--- config.mk ---
export PLATFORM = sky130hd
export DESIGN_NAME = sreg_read_target
export DESIGN_NICKNAME = d
export VERILOG_FILES = /design/src/rtl/sreg_pkg.sv /design/src/rtl/sreg_line_sync.sv /design/src/rtl/sreg_regfile.sv /design/src/rtl/sreg_link_ctrl.sv /design/src/rtl/sreg_read_target.sv
export SDC_FILE = /design/constraint.sdc
export NUM_CORES = 1
export LEC_CHECK = 0
export ABC_AREA = 1
export BUFFER_PORTS_ARGS = -buffer_cell sky130_fd_sc_hd__buf_4
export CAP_MARGIN = 20
export CELL_PAD_IN_SITES_DETAIL_PLACEMENT = 1
export CELL_PAD_IN_SITES_GLOBAL_PLACEMENT = 1
export CORE_ASPECT_RATIO = 1.4
export CORE_MARGIN = 3
export CORE_UTILIZATION = 47
export DETAILED_ROUTE_END_ITERATION = 12
export PLACE_DENSITY_LB_ADDON = 0.3
export SLEW_MARGIN = 10
export SYNTH_ARGS = -nofsm -noshare
export SYNTH_HDL_FRONTEND = slang
export SYNTH_SLANG_ARGS = --single-unit
--- constraint.sdc ---
create_clock -name clk -period 1 [get_ports clk]
set_input_delay 0.15 -clock clk [delete_from_list [all_inputs] [get_ports clk]]
set_output_delay 0.15 -clock clk [all_outputs]
set_load 0.1 [all_outputs]
--- src/rtl/sreg_pkg.sv ---
package sreg_pkg;

  // Serial clock edge strobes and the resampled data bit, in system-clock domain.
  typedef struct packed {
    logic rise;
    logic fall;
    logic dat;
  } line_evt_t;

endpackage

--- src/rtl/sreg_line_sync.sv ---
module sreg_line_sync
  import sreg_pkg::*;
#(
  parameter int STAGES = 2
) (
  input  logic      clk,
  input  logic      rst_n,
  input  logic      sclk_in,
  input  logic      sdio_in,
  output line_evt_t evt
);

  logic [STAGES-1:0] sclk_pipe_q, sclk_pipe_d;
  logic [STAGES-1:0] sdio_pipe_q, sdio_pipe_d;
  logic              sclk_last_q, sclk_last_d;

  // Next-state: shift each pin through its own chain.
  generate
    if (STAGES == 1) begin : g_one
      always_comb begin
        sclk_pipe_d = sclk_in;
        sdio_pipe_d = sdio_in;
      end
    end else begin : g_many
      always_comb begin
        sclk_pipe_d = {sclk_pipe_q[STAGES-2:0], sclk_in};
        sdio_pipe_d = {sdio_pipe_q[STAGES-2:0], sdio_in};
      end
    end
  endgenerate

  assign sclk_last_d = sclk_pipe_q[STAGES-1];

  // Serial clock idles high, so reset to 1 to avoid a fake edge.
  always_ff @(posedge clk or negedge rst_n) begin
    if (!rst_n) begin
      sclk_pipe_q <= '1;
      sdio_pipe_q <= '0;
      sclk_last_q <= 1'b1;
    end else begin
      sclk_pipe_q <= sclk_pipe_d;
      sdio_pipe_q <= sdio_pipe_d;
      sclk_last_q <= sclk_last_d;
    end
  end

  always_comb begin
    evt.rise = sclk_pipe_q[STAGES-1] & ~sclk_last_q;
    evt.fall = ~sclk_pipe_q[STAGES-1] & sclk_last_q;
    evt.dat  = sdio_pipe_q[STAGES-1];
  end

endmodule

--- src/rtl/sreg_regfile.sv ---
module sreg_regfile #(
  parameter int ADDR_W = 7,
  parameter int DATA_W = 8
) (
  input  logic              clk,
  input  logic              lw_en,
  input  logic [ADDR_W-1:0] lw_addr,
  input  logic [DATA_W-1:0] lw_data,
  input  logic              sw_en,
  input  logic [ADDR_W-1:0] sw_addr,
  input  logic [DATA_W-1:0] sw_data,
  input  logic [ADDR_W-1:0] rd_addr,
  output logic [DATA_W-1:0] rd_data
);

  localparam int DEPTH = 1 << ADDR_W;

  logic [DATA_W-1:0] mem_q [DEPTH];

  // Storage array: no reset, contents are defined by writes only.
  always_ff @(posedge clk) begin
    if (lw_en) begin
      mem_q[lw_addr] <= lw_data;
    end else if (sw_en) begin
      mem_q[sw_addr] <= sw_data;
    end
  end

  assign rd_data = mem_q[rd_addr];

endmodule

--- src/rtl/sreg_link_ctrl.sv ---
module sreg_link_ctrl
  import sreg_pkg::*;
#(
  parameter int ADDR_W = 7,
  parameter int DATA_W = 8
) (
  input  logic                                  clk,
  input  logic                                  rst_n,
  input  line_evt_t                             evt,
  input  logic [DATA_W-1:0]                     rd_data,
  output logic [ADDR_W-1:0]                     reg_addr,
  output logic                                  sw_en,
  output logic [DATA_W-1:0]                     sw_data,
  output logic                                  sdio_out,
  output logic                                  sdio_oe,
  output logic [$clog2(1+ADDR_W+DATA_W)-1:0]    bit_cnt,
  output logic                                  is_write
);

  localparam int TOTAL = 1 + ADDR_W + DATA_W;
  localparam int CNT_W = $clog2(TOTAL);
  localparam logic [CNT_W-1:0] CNT_HDR  = CNT_W'(1 + ADDR_W);
  localparam logic [CNT_W-1:0] CNT_LAST = CNT_W'(TOTAL - 1);

  logic [CNT_W-1:0]  cnt_q, cnt_d;
  logic              dir_q, dir_d;
  logic [ADDR_W-1:0] addr_q, addr_d;
  logic [DATA_W-1:0] wsh_q, wsh_d;
  logic [DATA_W-1:0] osh_q, osh_d;
  logic              oe_q, oe_d;

  // Next-state logic.
  always_comb begin
    cnt_d   = cnt_q;
    dir_d   = dir_q;
    addr_d  = addr_q;
    wsh_d   = wsh_q;
    osh_d   = osh_q;
    oe_d    = oe_q;
    sw_en   = 1'b0;
    sw_data = {wsh_q[DATA_W-2:0], evt.dat};

    if (evt.rise) begin
      cnt_d = (cnt_q == CNT_LAST) ? '0 : cnt_q + 1'b1;
      if (cnt_q == '0) begin
        dir_d = evt.dat;
      end else if (cnt_q < CNT_HDR) begin
        addr_d = {addr_q[ADDR_W-2:0], evt.dat};
      end else begin
        wsh_d = {wsh_q[DATA_W-2:0], evt.dat};
        if (cnt_q == CNT_LAST && dir_q) begin
          sw_en = 1'b1;
        end
      end
    end

    if (evt.fall) begin
      if (cnt_q == CNT_HDR && !dir_q) begin
        osh_d = rd_data;
        oe_d  = 1'b1;
      end else if (oe_q && cnt_q > CNT_HDR) begin
        osh_d = {osh_q[DATA_W-2:0], 1'b0};
      end else if (oe_q && cnt_q == '0) begin
        oe_d = 1'b0;
      end
    end
  end

  // State registers.
  always_ff @(posedge clk or negedge rst_n) begin
    if (!rst_n) begin
      cnt_q  <= '0;
      dir_q  <= 1'b0;
      addr_q <= '0;
      wsh_q  <= '0;
      osh_q  <= '0;
      oe_q   <= 1'b0;
    end else begin
      cnt_q  <= cnt_d;
      dir_q  <= dir_d;
      addr_q <= addr_d;
      wsh_q  <= wsh_d;
      osh_q  <= osh_d;
      oe_q   <= oe_d;
    end
  end

  assign reg_addr = addr_q;
  assign sdio_oe  = oe_q;
  assign sdio_out = oe_q & osh_q[DATA_W-1];
  assign bit_cnt  = cnt_q;
  assign is_write = dir_q;

endmodule

--- src/rtl/sreg_read_target.sv ---
module sreg_read_target
  import sreg_pkg::*;
#(
  parameter int ADDR_W      = 7,
  parameter int DATA_W      = 8,
  parameter int SYNC_STAGES = 2
) (
  input  logic              clk,
  input  logic              rst_n,
  input  logic              sclk_in,
  input  logic              sdio_in,
  output logic              sdio_out,
  output logic              sdio_oe,
  input  logic              lw_en,
  input  logic [ADDR_W-1:0] lw_addr,
  input  logic [DATA_W-1:0] lw_data
);

  localparam int CNT_W = $clog2(1 + ADDR_W + DATA_W);

  logic [1:0]        rst_pipe_q;
  logic              rst_sync_n;
  line_evt_t         evt;
  logic [ADDR_W-1:0] reg_addr;
  logic [DATA_W-1:0] rd_data;
  logic              sw_en;
  logic [DATA_W-1:0] sw_data;
  logic [CNT_W-1:0]  bit_cnt;
  logic              is_write;
  logic              sclk_rise;
  logic              sclk_fall;

  // Asynchronous assert, synchronous release.
  always_ff @(posedge clk or negedge rst_n) begin
    if (!rst_n) begin
      rst_pipe_q <= '0;
    end else begin
      rst_pipe_q <= {rst_pipe_q[0], 1'b1};
    end
  end
  assign rst_sync_n = rst_pipe_q[1];

  sreg_line_sync #(.STAGES(SYNC_STAGES)) u_sync (
    .clk     (clk),
    .rst_n   (rst_sync_n),
    .sclk_in (sclk_in),
    .sdio_in (sdio_in),
    .evt     (evt)
  );

  assign sclk_rise = evt.rise;
  assign sclk_fall = evt.fall;

  sreg_regfile #(.ADDR_W(ADDR_W), .DATA_W(DATA_W)) u_regs (
    .clk     (clk),
    .lw_en   (lw_en),
    .lw_addr (lw_addr),
    .lw_data (lw_data),
    .sw_en   (sw_en),
    .sw_addr (reg_addr),
    .sw_data (sw_data),
    .rd_addr (reg_addr),
    .rd_data (rd_data)
  );

  sreg_link_ctrl #(.ADDR_W(ADDR_W), .DATA_W(DATA_W)) u_ctrl (
    .clk      (clk),
    .rst_n    (rst_sync_n),
    .evt      (evt),
    .rd_data  (rd_data),
    .reg_addr (reg_addr),
    .sw_en    (sw_en),
    .sw_data  (sw_data),
    .sdio_out (sdio_out),
    .sdio_oe  (sdio_oe),
    .bit_cnt  (bit_cnt),
    .is_write (is_write)
  );

endmodule

==> results of run 1 <==
-- cells in the mapped netlist, drive strengths merged --
master,instances,area share (%)
inv,47,0.41
edfxtp,1024,71
nand4,2,0.029
conb,1,0.0087
nand2,1162,10
dfrtp,32,1.9
dfstp,3,0.18
nor2,166,1.5
o22ai,10,0.14
clkbuf,140,1.2
a21oi,23,0.29
o21ai,59,0.76
o31ai,1,0.017
nand3b,1,0.017
buf,98,1.2
xor2,1,0.020
nand3,924,11
mux2,1,0.026
nor3,10,0.14
o211ai,1,0.017
ha,2,0.058
clkinv,2,0.017
-- cell type report --
cell class                 count  area share [%]
sequential                  1059            60.0
multi-input combinational   2364            21.2
inverter                      49           0.387
tap                         1197            2.84
clock inverter                67            1.66
antenna                        1         0.00474
clock buffer                 108            4.72
timing repair buffer         426            9.19
-- how the worst min path moves through the flow --
stage,from,end,slack (ps),cells after the start
floorplan,rst_n,rst_pipe_q[0]$_DFF_PN0_,-150,0
global route,lw_data[6],u_regs.mem_q[96][6]$_DFFE_PP_,40,4
detailed placement,rst_n,rst_pipe_q[1]$_DFF_PN0_,-70,1
CTS,lw_data[4],u_regs.mem_q[76][4]$_DFFE_PP_,0.7,4
global placement,rst_n,rst_pipe_q[0]$_DFF_PN0_,-70,1
finish,lw_data[4],u_regs.mem_q[72][4]$_DFFE_PP_,30,4
-- power groups by stage --
stage          registers, mW  clock network (mW)  logic (mW)
2_1_floorplan           50.5                   0        25.1
5_1_grt                 49.6                41.8        48.8
3_5_place_dp            50.5                   0        43.8
3_3_place_gp            50.5                   0        42.7
6_report                49.7                39.8        45.7
4_1_cts                 49.6                40.1        44.9
-- worst register-to-register path, delay by kind of cell, from the launching register on --
family | cells | cell delay, ps
AO/OA/AOI/OAI | 1 | 250
flip-flops | 1 | 380
AND/OR/NAND/NOR | 6 | 900
adder cells (fa/ha/maj) | 1 | 220
buffers and inverters | 5 | 840
-- layout by cell type (no fill, tap or decap), types with 3 or more instances in the layout --
cell and count:
dlygate4sd3_1 6, nor3_4 8, nand2_4 7, dfstp_2 3, inv_1 36, clkinv_1 14
nand3_1 922, edfxtp_1 1024, clkbuf_16 98, nor2_4 64, a21oi_1 22, clkinv_2 17
nor2_2 26, buf_6 38, clkinvlp_4 10, dfrtp_4 3, nand2_2 10, nor2_1 76
o21ai_4 12, inv_2 7, bufinv_16 19, o21ai_0 45, clkbuf_1 10, dfrtp_1 28
buf_12 118, nand2_8 4, inv_6 5, o22ai_1 10, nand2_1 1141, buf_4 262
-- through the flow --
| step | setup TNS (ps) | std cells | setup WS, ps | instance area (um^2) | utilization, % |
|---|---|---|---|---|---|
| CTS | -3018610 | 5264 | -1800 | 52400 | 57.4 |
| finish | -3111950 | 5271 | -1910 | 52800 | 57.9 |
| global route | -3265830 | 5270 | -2010 | 52800 | 57.9 |
| global placement | -2874760 | 5076 | -1920 | 48300 | 53.0 |
| detailed placement | -3149860 | 5076 | -2220 | 48300 | 53.0 |
| floorplan | -3423320 | 3710 | -1920 | 43400 | - |
-- registers in the layout, indices dropped and copies added (netlist names) --
| name | cells |
|---|---|
| rst_pipe_q | 2 |
| u_ctrl.bit_cnt | 4 |
| u_ctrl.is_write | 1 |
| u_ctrl.osh_q | 8 |
| u_ctrl.reg_addr | 7 |
| u_ctrl.sdio_oe | 1 |
| u_ctrl.wsh_q | 7 |
| u_regs.mem_q | 1024 |
| u_sync.sclk_last_q | 1 |
| u_sync.sclk_pipe_q | 2 |
| u_sync.sdio_pipe_q | 2 |
-- cell families after synthesis --
| family | after synthesis | synth area share [%] |
|---|---|---|
| xor+xnor | 1 | 0.0203 |
| fa+ha+maj | 2 | 0.0579 |
| flops | 1059 | 73.2 |
| other cells | 1 | 0.00868 |
| compound gates | 94 | 1.23 |
| mux | 1 | 0.0261 |
| simple gates | 2265 | 22.6 |
| buf+inv | 287 | 2.85 |
-- repair_timing --
item	in CTS	in global routing
pin swaps	21	13
hold buffers	6	0
setup buffers	7	6
endpoints found under the setup margin	2078	2078
resized for setup	141	88
hold endpoints to repair	6	0
-- metal layers --
layer	GRT usage [%]	share of wire (%)	up-vias
li1	-	-	13700
met1	33.6	36	15900
met2	53.3	52	1329
met3	3.99	5.7	452
met4	18.0	6.3	0
met5	0	0	-
==> run metrics, run 1 <==
synthesized flop and latch total 1,059; FF-to-FF End u_regs.mem_q[90][1]$_DFFE_PP_; clock power share 29.4%; global route overflow 0; status complete, but fails checks; crit path buf inv count 5; Ports 22; area of the multi-input gates between 10,000 and 15,000 um^2; Switch Pwr about 49 mW; max incr delay on CP ~380 ps; Critical Path Stages 13; initial DRC count roughly 3,100; clock tree sinks between 1,000 and 1,500; CP max FO 9; Worst Setup SP u_ctrl.bit_cnt[0]$_DFFE_PN0P_; sequential cell area 31,600 um^2; layout cell share with drive strength beyond 1 ~18%; worst path cell trace ha_2 -> nand3_4 -> nor2_4 -> nand3b_1 -> buf_12 -> buf_8 -> o21ai_4 -> inv_2 -> nor2_4 -> buf_4 -> nand2_8 -> buf_4 -> nor2_4; routed wire length 144 mm; internal power 85.9 mW; final hold vios 0; num rows 131; sequential share of power between 30 and 40%; crit path to u_regs.mem_q[90][1]$_DFFE_PP_; Setup violations, final between 2,000 and 2,500; startpoint types flop; RR Startpoint u_ctrl.bit_cnt[0]$_DFFE_PN0P_; fin. max-slew vios 0; synthesized instance count ~3,700; Slowest-stage cell, CP dfrtp_1; flop-to-flop setup slack -1910 ps; Worst EP arrival about 3300 ps; Routed Antenna Nets 0; Post-DP HPWL roughly 95 mm; gr usage total slightly below 30%; first-pass GRT wire length around 210 mm; crit end category flop; CTS buffer count between 90 and 100; Vias roughly 31,000; Nets between 4,000 and 5,000; drc violations 0; RSZ-0062 raised after global routing yes; largest net degree at the start of global routing 84; syn_nets between 3,000 and 4,000; clock tree buffer depth 3; Max Cap Viol 0; Hold WC Path Type in -> reg; WP data required 1390 ps; CTS tree done; Final GP Congestion between 0.8 and 0.9; synth unique cells 35; area of the core between 90,000 and 100,000 um^2; Pwr Total about 140 mW; synthesized area about 43,000 um^2; min Tclk post-route between 2000 and 3000 ps; Die Ht 365 um; Initial Util a little under half; H-tree levels 3; Avg WL per Cell 27.4 um; Hold WS ~30 ps; combinational share of power about 34%; clk slew on worst S/H paths 70 ps; Via density around 5.9; die area 95,700 um^2; initial antenna violation count 1; Root Driver clkbuf_16; cell area power density between 2000 and 3000 nW/um^2; Port Buffers 21; vias in the first global route between 30,000 and 40,000; relative slew slack 52.7%; failing checks setup timing; Final Skew roughly 55 ps; cell family with most CP delay simple AND/OR/NAND/NOR gates; worst slew pin tran around 710 ps; worst skew pair latency around 730 ps; Worst Reg-to-Reg Cells 13; die width between 200 and 300 um; Avg Cell Area, Syn ~12 um^2; VDD IR max about 1.5 mV; Yosys warnings 0; Seq/Total Area, Yosys 73.2%; DRT Pass-1 Iters 7; switching share of total power 36.5%; leak pwr approximately 19 nW; fillcell total around 9,100; Tcrit/Tclk final 291%; fin worst setup slack -1910 ps; crit path kind reg -> reg; Fmax roughly 0.34 GHz; crit-path most repeated cell nor2_4; P&R area growth vs syn 22.1%
Note: power is estimated with default switching activity, not from simulation.
==> run 2: changes to the inputs <==
--- a/config.mk
+++ b/config.mk
@@ -12,7 +12,7 @@
 export CELL_PAD_IN_SITES_GLOBAL_PLACEMENT = 1
 export CORE_ASPECT_RATIO = 1.4
 export CORE_MARGIN = 3
-export CORE_UTILIZATION = 47
+export CORE_UTILIZATION = 52
 export DETAILED_ROUTE_END_ITERATION = 12
 export PLACE_DENSITY_LB_ADDON = 0.3
 export SLEW_MARGIN = 10
==> constraint.sdc (replaced) <==
create_clock -name clk -period 3.3 [get_ports clk]
set_input_delay 0.495 -clock clk [delete_from_list [all_inputs] [get_ports clk]]
set_output_delay 0.495 -clock clk [all_outputs]
set_load 0.1 [all_outputs]
==> run metrics, run 2 (same netlist as run 1, synthesis figures left out) <==
status finished clean; Vias around 30,000; Root Driver clkbuf_16; Worst Reg-to-Reg Cells 12; crit path kind reg -> reg; Hold WS ~160 ps; crit end category flop; clock tree buffer depth 3; setup slack at placement around 210 ps; flop-to-flop setup slack between 100 and 150 ps; fin cells around 4,900; worst slew pin tran about 1100 ps; Nets about 3,800; Die Ht 347 um; startpoint types flop; Avg WL per Cell 26.7 um; worst skew pair latency between 600 and 700 ps; fillcell total 8,272; ANT cells 0; P&R area growth vs syn 12.2%; gr usage total between 20% and 30%; vias in the first global route ~32,000; crit-path most repeated cell nand2_1; die area between 80,000 and 90,000 um^2; WP data required 3590 ps; VDD IR max 0.726 mV; crit path buf inv count 3; Hold WC Path Type in -> async; CTS tree done; cell family with most CP delay simple AND/OR/NAND/NOR gates; H-tree levels 3; Post-DP HPWL just under 80 mm; area of the core about 82,000 um^2; worst path cell trace ha_1 -> nand3_2 -> nor2_2 -> nand3b_1 -> buf_4 -> nand2_1 -> o21ai_4 -> inv_1 -> nor3_1 -> nand2_1 -> buf_12 -> nor2_1; fin. max-slew vios 0; Slowest-stage cell, CP nor2_1; leak pwr roughly 17 nW; clock tree sinks ~1,100; Final Skew approximately 34 ps; drc violations 0; Most flops, register u_regs.mem_q; final hold vios 0; Worst EP arrival 3450 ps; clk slew on worst S/H paths roughly 60 ps; min Tclk post-route approximately 3200 ps; Routed Antenna Nets 0; Pwr Total 38.5 mW; Port Buffers 21; largest net degree at the start of global routing 148; relative slew slack ~27%; initial antenna violation count 0; Fmax 0.317 GHz; num rows between 100 and 150; die width 250 um; Via density between 6 and 7; setup bufs post-CTS 0; Initial Util about 53%; layout cell share with drive strength beyond 1 ~9.1%; Setup TNS Final 0 ps; global route overflow 0; DRT Pass-1 Iters 5; Tcrit/Tclk final between 90% and 100%; initial DRC count 2,872; most frequent cells in the layout nand2_1 (1,148), edfxtp_1 (1,024), nand3_1 (922); Ports 22; max reg flops 1,024; CP max FO 15; RR Startpoint u_ctrl.bit_cnt[0]$_DFFE_PN0P_; Placed Area about 45,000 um^2; first-pass GRT wire length 195 mm; Final GP Congestion around 0.85; routed wire length between 100 and 150 mm; Top Registers u_regs.mem_q (1024), u_ctrl.osh_q (8); commonest non-fill, non-tap cell in the layout nand2_1; placed cell count approximately 4,700; Layout Utilization roughly three fifths; RSZ-0062 raised after global routing yes; max incr delay on CP approximately 570 ps; fin worst setup slack ~150 ps; Max Cap Viol 0; design area between 40,000 and 50,000 um^2; cell area power density 793 nW/um^2; CTS buffer count 100; FF-to-FF End u_regs.mem_q[94][7]$_DFFE_PP_; Setup violations, final 0
==> run 2: cell types whose count changed in the layout (fill, tap and decap cells not counted), moves of 10 or more <==
| cell | delta |
|---|---|
| nor2_1 | +76 |
| buf_12 | -77 |
| nor2_4 | -59 |
| buf_6 | -38 |
| bufinv_16 | -12 |
| buf_4 | -147 |
| clkinv_1 | +16 |
| clkbuf_1 | +10 |
| nor2_2 | -17 |
==> run 2: final cells by class <==
| class | count | area, um^2 | share of cell area (%) |
|---|---|---|---|
| Clock buffer | 122 | 2630 | 5.42 |
| Clock inverter | 63 | 490 | 1.01 |
| Inverter | 49 | 201 | 0.416 |
| Multi-Input combinational cell | 2364 | 10500 | 21.6 |
| Sequential cell | 1059 | 31600 | 65.3 |
| Tap cell | 1071 | 1340 | 2.76 |
| Timing Repair Buffer | 159 | 1710 | 3.54 |
==> run 2: what timing repair did <==
item,CTS,global route
endpoints found under the hold margin,4,0
resized for setup,0,6
hold buffers,3,0
setup endpoints to repair,0,48
==> run 2: worst max path at each step <==
stage	end	cells after the start	slack (ps)	startpoint
6_report	u_regs.mem_q[94][7]$_DFFE_PP_	12	150	u_ctrl.bit_cnt[0]$_DFFE_PN0P_
5_1_grt	u_regs.mem_q[14][3]$_DFFE_PP_	12	-30	u_ctrl.bit_cnt[0]$_DFFE_PN0P_
4_1_cts	u_regs.mem_q[22][0]$_DFFE_PP_	12	150	u_ctrl.bit_cnt[0]$_DFFE_PN0P_
3_5_place_dp	u_regs.mem_q[15][0]$_DFFE_PP_	11	210	u_ctrl.bit_cnt[0]$_DFFE_PN0P_
3_3_place_gp	u_regs.mem_q[14][7]$_DFFE_PP_	11	350	u_ctrl.bit_cnt[0]$_DFFE_PN0P_
2_1_floorplan	u_regs.mem_q[0][0]$_DFFE_PP_	8	-520	u_ctrl.bit_cnt[0]$_DFFE_PN0P_
==> run 2: worst reg2reg max path, delay by kind of cell, from the launching register on <==
kind	cells	cell delay (ps)
AO/OA/AOI/OAI	1	110
adder cells (fa/ha/maj)	1	240
buffers and inverters	3	610
flip-flops	1	410
AND/OR/NAND/NOR	7	1410
==> run 2: report_power, final <==
group | switching (mW) | total, mW | internal (mW)
clock | 4.94 | 11.1 | 6.20
sequential | 0.222 | 15.1 | 14.9
combinational | 8.97 | 12.2 | 3.22
total | 14.1 | 38.5 | 24.3
==> run 2: per-layer routing <==
layer / part of all wire [%] / track usage (%)
met3: 5.5 / 3.50
met1: 37 / 35.4
met4: 5.9 / 17.0
met5: 0 / 0
met2: 52 / 52.8
